### src/rtl/lco_pkg.sv
package lco_pkg;
    typedef enum logic [1:0] {
        ST_IDLE = 2'd0,
        ST_MEAS = 2'd1,
        ST_DONE = 2'd2
    } lco_state_e;
endpackage

### src/rtl/lco_sign_track.sv
// Remembers the sign class of the last strobed error sample and flags a
// class change (zero crossing) on the current strobe.
module lco_sign_track #(
    parameter int ERR_W = 12
) (
    input  logic             clk,
    input  logic             rst_n,
    input  logic             clr_i,
    input  logic             smp_i,
    input  logic [ERR_W-1:0] err_i,
    output logic             pos_o,
    output logic             xing_o
);
    logic prev_q, valid_q;

    // class 1: strictly positive; class 0: zero or negative
    assign pos_o  = (err_i[ERR_W-1] == 1'b0) && (err_i != '0);
    assign xing_o = smp_i && valid_q && (pos_o != prev_q);

    always_ff @(posedge clk) begin
        if (!rst_n) begin
            prev_q  <= 1'b0;
            valid_q <= 1'b0;
        end else if (clr_i) begin
            valid_q <= 1'b0;
        end else if (smp_i) begin
            prev_q  <= pos_o;
            valid_q <= 1'b1;
        end
    end
endmodule

### src/rtl/lco_sat_count.sv
// Saturating up-counter; clear has priority over increment.
module lco_sat_count #(
    parameter int W = 8
) (
    input  logic         clk,
    input  logic         rst_n,
    input  logic         clr_i,
    input  logic         inc_i,
    output logic [W-1:0] cnt_o,
    output logic [W-1:0] nxt_o
);
    logic [W-1:0] cnt_q;

    assign cnt_o = cnt_q;
    assign nxt_o = (&cnt_q) ? cnt_q : cnt_q + W'(1);

    always_ff @(posedge clk) begin
        if (!rst_n)     cnt_q <= '0;
        else if (clr_i) cnt_q <= '0;
        else if (inc_i) cnt_q <= nxt_o;
    end
endmodule

### src/rtl/lco_period_meter.sv
module lco_period_meter
    import lco_pkg::*;
#(
    parameter int ERR_W     = 12,
    parameter int CNT_W     = 8,
    parameter int TIMEOUT   = 255,
    parameter int MAX_TRIES = 3
) (
    input  logic             clk,
    input  logic             rst_n,
    input  logic             start_i,
    input  logic             strobe_i,
    input  logic [ERR_W-1:0] err_i,
    output logic [CNT_W-1:0] period_o,
    output logic             done_o,
    output logic             no_osc_o,
    output logic             nudge_o,
    output logic             nudge_up_o,
    output logic             fail_o
);
    localparam int TMR_W = $clog2(TIMEOUT + 1);
    localparam int TRY_W = $clog2(MAX_TRIES + 1);

    typedef struct packed {
        lco_state_e       state;
        logic [1:0]       xings;
        logic [TRY_W-1:0] tries;
        logic [CNT_W-1:0] period;
        logic             done;
        logic             no_osc;
        logic             fail;
        logic             nudge;
        logic             nudge_up;
    } regs_t;

    regs_t r_q, r_d;

    logic             trk_clr, pos, xing;
    logic             tmr_clr, tmr_inc, per_clr, per_inc, timeout;
    logic [TMR_W-1:0] tmr_cnt, tmr_nxt;
    logic [CNT_W-1:0] per_cnt, per_nxt;

    lco_sign_track #(.ERR_W(ERR_W)) u_trk (
        .clk(clk), .rst_n(rst_n), .clr_i(trk_clr), .smp_i(strobe_i),
        .err_i(err_i), .pos_o(pos), .xing_o(xing)
    );

    lco_sat_count #(.W(TMR_W)) u_tmr (
        .clk(clk), .rst_n(rst_n), .clr_i(tmr_clr), .inc_i(tmr_inc),
        .cnt_o(tmr_cnt), .nxt_o(tmr_nxt)
    );

    lco_sat_count #(.W(CNT_W)) u_per (
        .clk(clk), .rst_n(rst_n), .clr_i(per_clr), .inc_i(per_inc),
        .cnt_o(per_cnt), .nxt_o(per_nxt)
    );

    assign timeout = strobe_i && (tmr_cnt == TMR_W'(TIMEOUT - 1));

    always_comb begin
        r_d      = r_q;
        r_d.nudge = 1'b0;
        trk_clr  = 1'b0;
        tmr_clr  = 1'b0;
        tmr_inc  = 1'b0;
        per_clr  = 1'b0;
        per_inc  = 1'b0;

        if (start_i) begin
            r_d.state    = ST_MEAS;
            r_d.xings    = '0;
            r_d.tries    = '0;
            r_d.period   = '0;
            r_d.done     = 1'b0;
            r_d.no_osc   = 1'b0;
            r_d.fail     = 1'b0;
            r_d.nudge_up = 1'b0;
            trk_clr      = 1'b1;
            tmr_clr      = 1'b1;
            per_clr      = 1'b1;
        end else if (r_q.state == ST_MEAS && strobe_i) begin
            tmr_inc = 1'b1;
            if (xing) begin
                case (r_q.xings)
                    2'd0: begin
                        per_clr   = 1'b1;
                        r_d.xings = 2'd1;
                    end
                    2'd1: begin
                        per_inc   = 1'b1;
                        r_d.xings = 2'd2;
                    end
                    default: begin
                        r_d.period = per_nxt;
                        r_d.done   = 1'b1;
                        r_d.no_osc = 1'b0;
                        r_d.state  = ST_DONE;
                    end
                endcase
            end else if (r_q.xings != 2'd0) begin
                per_inc = 1'b1;
            end

            // a third crossing on the timeout strobe wins over the timeout
            if (timeout && !(xing && r_q.xings == 2'd2)) begin
                r_d.period = '0;
                r_d.no_osc = 1'b1;
                if (r_q.tries == TRY_W'(MAX_TRIES)) begin
                    r_d.fail  = 1'b1;
                    r_d.done  = 1'b1;
                    r_d.state = ST_DONE;
                end else begin
                    r_d.nudge    = 1'b1;
                    r_d.nudge_up = !pos;
                    r_d.tries    = r_q.tries + TRY_W'(1);
                    r_d.xings    = '0;
                    trk_clr      = 1'b1;
                    tmr_clr      = 1'b1;
                    per_clr      = 1'b1;
                end
            end
        end
    end

    always_ff @(posedge clk) begin
        if (!rst_n) begin
            r_q.state    <= ST_IDLE;
            r_q.xings    <= '0;
            r_q.tries    <= '0;
            r_q.period   <= '0;
            r_q.done     <= 1'b0;
            r_q.no_osc   <= 1'b0;
            r_q.fail     <= 1'b0;
            r_q.nudge    <= 1'b0;
            r_q.nudge_up <= 1'b0;
        end else begin
            r_q <= r_d;
        end
    end

    assign period_o   = r_q.period;
    assign done_o     = r_q.done;
    assign no_osc_o   = r_q.no_osc;
    assign nudge_o    = r_q.nudge;
    assign nudge_up_o = r_q.nudge_up;
    assign fail_o     = r_q.fail;
endmodule

### config.mk
export PLATFORM = sky130hd
export DESIGN_NAME = lco_period_meter
export DESIGN_NICKNAME = d
export VERILOG_FILES = /design/src/rtl/lco_pkg.sv /design/src/rtl/lco_sign_track.sv /design/src/rtl/lco_sat_count.sv /design/src/rtl/lco_period_meter.sv
export SDC_FILE = /design/constraint.sdc
export NUM_CORES = 1
export LEC_CHECK = 0
export BUFFER_PORTS_ARGS = -buffer_cell sky130_fd_sc_hd__buf_2
export CAP_MARGIN = 10
export CELL_PAD_IN_SITES_DETAIL_PLACEMENT = 0
export CELL_PAD_IN_SITES_GLOBAL_PLACEMENT = 2
export CORE_UTILIZATION = 32
export CTS_CLUSTER_DIAMETER = 50
export CTS_CLUSTER_SIZE = 10
export DETAILED_ROUTE_END_ITERATION = 16
export PLACE_DENSITY_LB_ADDON = 0.1
export SLEW_MARGIN = 20
export SYNTH_ARGS = -nofsm -noshare
export SYNTH_HDL_FRONTEND = slang
export SYNTH_SLANG_ARGS = --single-unit
export TNS_END_PERCENT = 50
### constraint.sdc
create_clock -name clk -period 1.8 [get_ports clk]
set_input_delay 0.27 -clock clk [delete_from_list [all_inputs] [get_ports clk]]
set_output_delay 0.27 -clock clk [all_outputs]
set_load 0.005 [all_outputs]
==> metrics <==
result of the run=finished with violations; violated checks=setup timing; CTS tree=yes; # diodes=0; Buf/Inv on CP=1; routed via count=1724; critical path's top delay family=compound AO/OA/AOI/OAI gates; Worst setup SP type=register; first-pass GRT wire length=8183 µm; sequential cell area fraction in the yosys report=0.3695; CTS buffer count=5; Critical Path Sink Type=register; # IOs=29; most frequent cells in the layout=dfxtp_1, buf_4, buf_2; Detailed Routing Iterations Pass 1=4; CTS Hold Bufs=0; f_max=552.0 MHz; CTS root buf=clkbuf_8; asr flop ratio synth=0; power per cell area=between 500 and 600 nW/µm²; multi-input combinational cell area=about 1400 µm²; drt wl/cell=around 14 µm; top cells by area, synth=dfxtp_1, nor2_1, ha_1; DR iter-0 viols=44; clock buffer depth=2; Data arrival, critical path=1.99 ns; share of cells above drive strength 1=0.4644; Yosys Warn Count=0; Setup WS post-layout=-0.01166 ns; vias per cell=5.041; Clock Latency Late Sink=0.29 ns; top_reg_cell synth=dfxtp_1; hold path endpoint=u_trk.prev_q$_SDFFE_PN0P_; FF-to-FF Start=u_tmr.cnt_o[0]$_SDFFE_PP0P_; Clk pin slew, worst setup/hold paths=0.07 ns; Synth cell types=53; core region area=between 5000 and 6000 µm²; Hold Path Stages=3; row count=28; Max-cap violations=0; LEAKAGE=1.065 nW; Vert. Die Dim=approximately 80 µm; filler cell count in the final layout=572; Slew Viols, Final=0; RSZ-0062 raised after global routing=yes; fin nets=around 290; cell area after synthesis=2004 µm²; Placer Congestion=0.7660; final setup vio count=5; Die W=81.15 µm; initial antenna violation count=0; drt drc=0; final core utilization=0.4674; Initial Utilization=0.3346; register area=743.2 µm²; Final Hold Viols=0; Cell Chain, Critical Path=inv_2 -> ha_2 -> and4_4 -> nand2_4 -> o21bai_4 -> o41ai_4 -> a21o_4 -> nor2_1; final WL=between 4000 and 5000 µm; Hold Crit Class=in2reg; final worst path period share=1.006; crit-path max FO=8; die area=6585 µm²; I/O Buffers=28; critical path's slowest cell=o41ai_4; global route total overflow=0; min-delay src=rst_n; Reg2Reg Capture Point=u_per.cnt_o[3]$_SDFFE_PP0P_; remaining antenna violation count=0; CP max stage delay=0.46 ns; post-synth top area share=0.3695; Critical Path RT=1.98 ns; largest net degree at the start of global routing=11; Post-Synthesis Cells=approximately 200; minimum clock period=1.812 ns; synthesized area per cell=9.972 µm²; Setup TNS=-0.03730 ns; Worst VDD drop=0.0003237 V; Seq cells post-synth=37; vias in the first global route=around 1700; Worst Reg-to-Reg Cells=8; Post-Syn Nets=225; total global routing track utilization=0.1654; Crit Path Class=reg2reg; skew final=slightly above 0.006 ns; pin slew with the least headroom to its limit=0.4533 ns; Total Power=roughly 0.0016 W; EDFF count, synth=0; DP Wirelength=3615 µm; Worst R2R Setup Slack=-0.01 ns; post-synth top area cell=dfxtp_1; htree depth=2; max_slew headroom=0.6977; # clock sinks=37; Layout area overhead=39.70%
-- synthesized netlist by cell type (3+ instances only) --
library cell and instances:
dfxtp_1 37, nor2_1 28, nand2_1 11, nand3_1 10, buf_4 8, ha_1 8, o2bb2ai_1 8, xnor2_1 8
xor2_1 6, a21oi_1 5, inv_1 4, mux2i_1 4, o21ai_0 4, a211oi_1 3, and3_1 3, and4_1 3
nor3_2 3, nor4_4 3
-- metal layers --
layer / vias up / share of wire / track usage
li1: 867 / - / -
met1: 825 / 0.49 / 0.2104
met2: 23 / 0.47 / 0.2714
met3: 9 / 0.027 / 0.03820
met4: 0 / 0.015 / 0.05893
met5: - / 0 / 0
-- area by class of cell --
type / count / area share
tap: 75 / 0.03351
multi-input combinational: 149 / 0.4835
sequential: 37 / 0.2654
timing repair buffer: 70 / 0.1814
inverter: 4 / 0.005362
clock buffer: 7 / 0.03083
-- state kept, by name, indices dropped and copies added, names as in the netlist --
signal,flops
done_o,1
fail_o,1
no_osc_o,1
nudge_o,1
nudge_up_o,1
period_o,8
r_q,6
u_per.cnt_o,8
u_tmr.cnt_o,8
u_trk.prev_q,1
u_trk.valid_q,1
-- through the flow --
stage	setup WS (ns)	cells	hold slack [ns]	area [µm²]
after floorplan	0.03323	201	0.3705	2004
after global placement	-0.1921	329	0.4337	2452
after detailed placement	-0.2457	329	0.4492	2452
after CTS	0.002348	337	0.2607	2582
after global routing	-0.08586	342	0.2516	2800
final	-0.01166	342	0.2675	2800
-- repair_timing --
action	4_1_cts	5_1_grt
buffers inserted	1	5
setup endpoints to repair	27	33
resized for setup	6	39
cloned	0	0
pin swaps	5	20
-- power by group --
group / leakage, nW / switching, W / total (W) / internal, W
Combinational: 0.722 / 0.0000721 / 0.000139 / 0.0000667
Sequential: 0.299 / 0.00000456 / 0.000828 / 0.000823
Clock: 0.0443 / 0.000281 / 0.000585 / 0.000304
Total: 1.07 / 0.000358 / 0.00155 / 0.00119
-- cells by family (layout without fill, tap and decap cells) --
family / Yosys count / in the layout / synth area share
buffers and inverters: 15 / 81 / 0.04806
AOI/OAI and AO/OA: 46 / 46 / 0.2166
muxes: 4 / 4 / 0.01998
and+or+nand+nor: 77 / 77 / 0.2347
xor gates and xnor gates: 14 / 14 / 0.06117
DFF: 37 / 37 / 0.3695
adders and majority gates: 8 / 8 / 0.04994
-- worst register-to-register path, cell delays in order (launching register included) --
cell and delay (ns):
dfxtp_2 0.33, inv_2 0.04, ha_2 0.16, and4_4 0.22
nand2_4 0.05, o21bai_4 0.17, o41ai_4 0.46, a21o_4 0.21
nor2_1 0.07
-- worst max-delay path by stage --
stage	endpoint	cells past startpoint	startpoint	slack [ns]
floorplan	r_q[17]$_SDFFE_PN0P_	5	u_trk.prev_q$_SDFFE_PN0P_	0.03
global placement	u_per.cnt_o[2]$_SDFFE_PP0P_	9	err_i[1]	-0.19
global route	u_per.cnt_o[1]$_SDFFE_PP0P_	8	u_tmr.cnt_o[0]$_SDFFE_PP0P_	-0.09
CTS	r_q[14]$_SDFFE_PP0P_	9	u_tmr.cnt_o[0]$_SDFFE_PP0P_	0.002
detailed placement	u_per.cnt_o[3]$_SDFFE_PP0P_	8	err_i[1]	-0.25
finish	u_per.cnt_o[3]$_SDFFE_PP0P_	8	u_tmr.cnt_o[0]$_SDFFE_PP0P_	-0.01
Power figures use the tool's default switching activity.
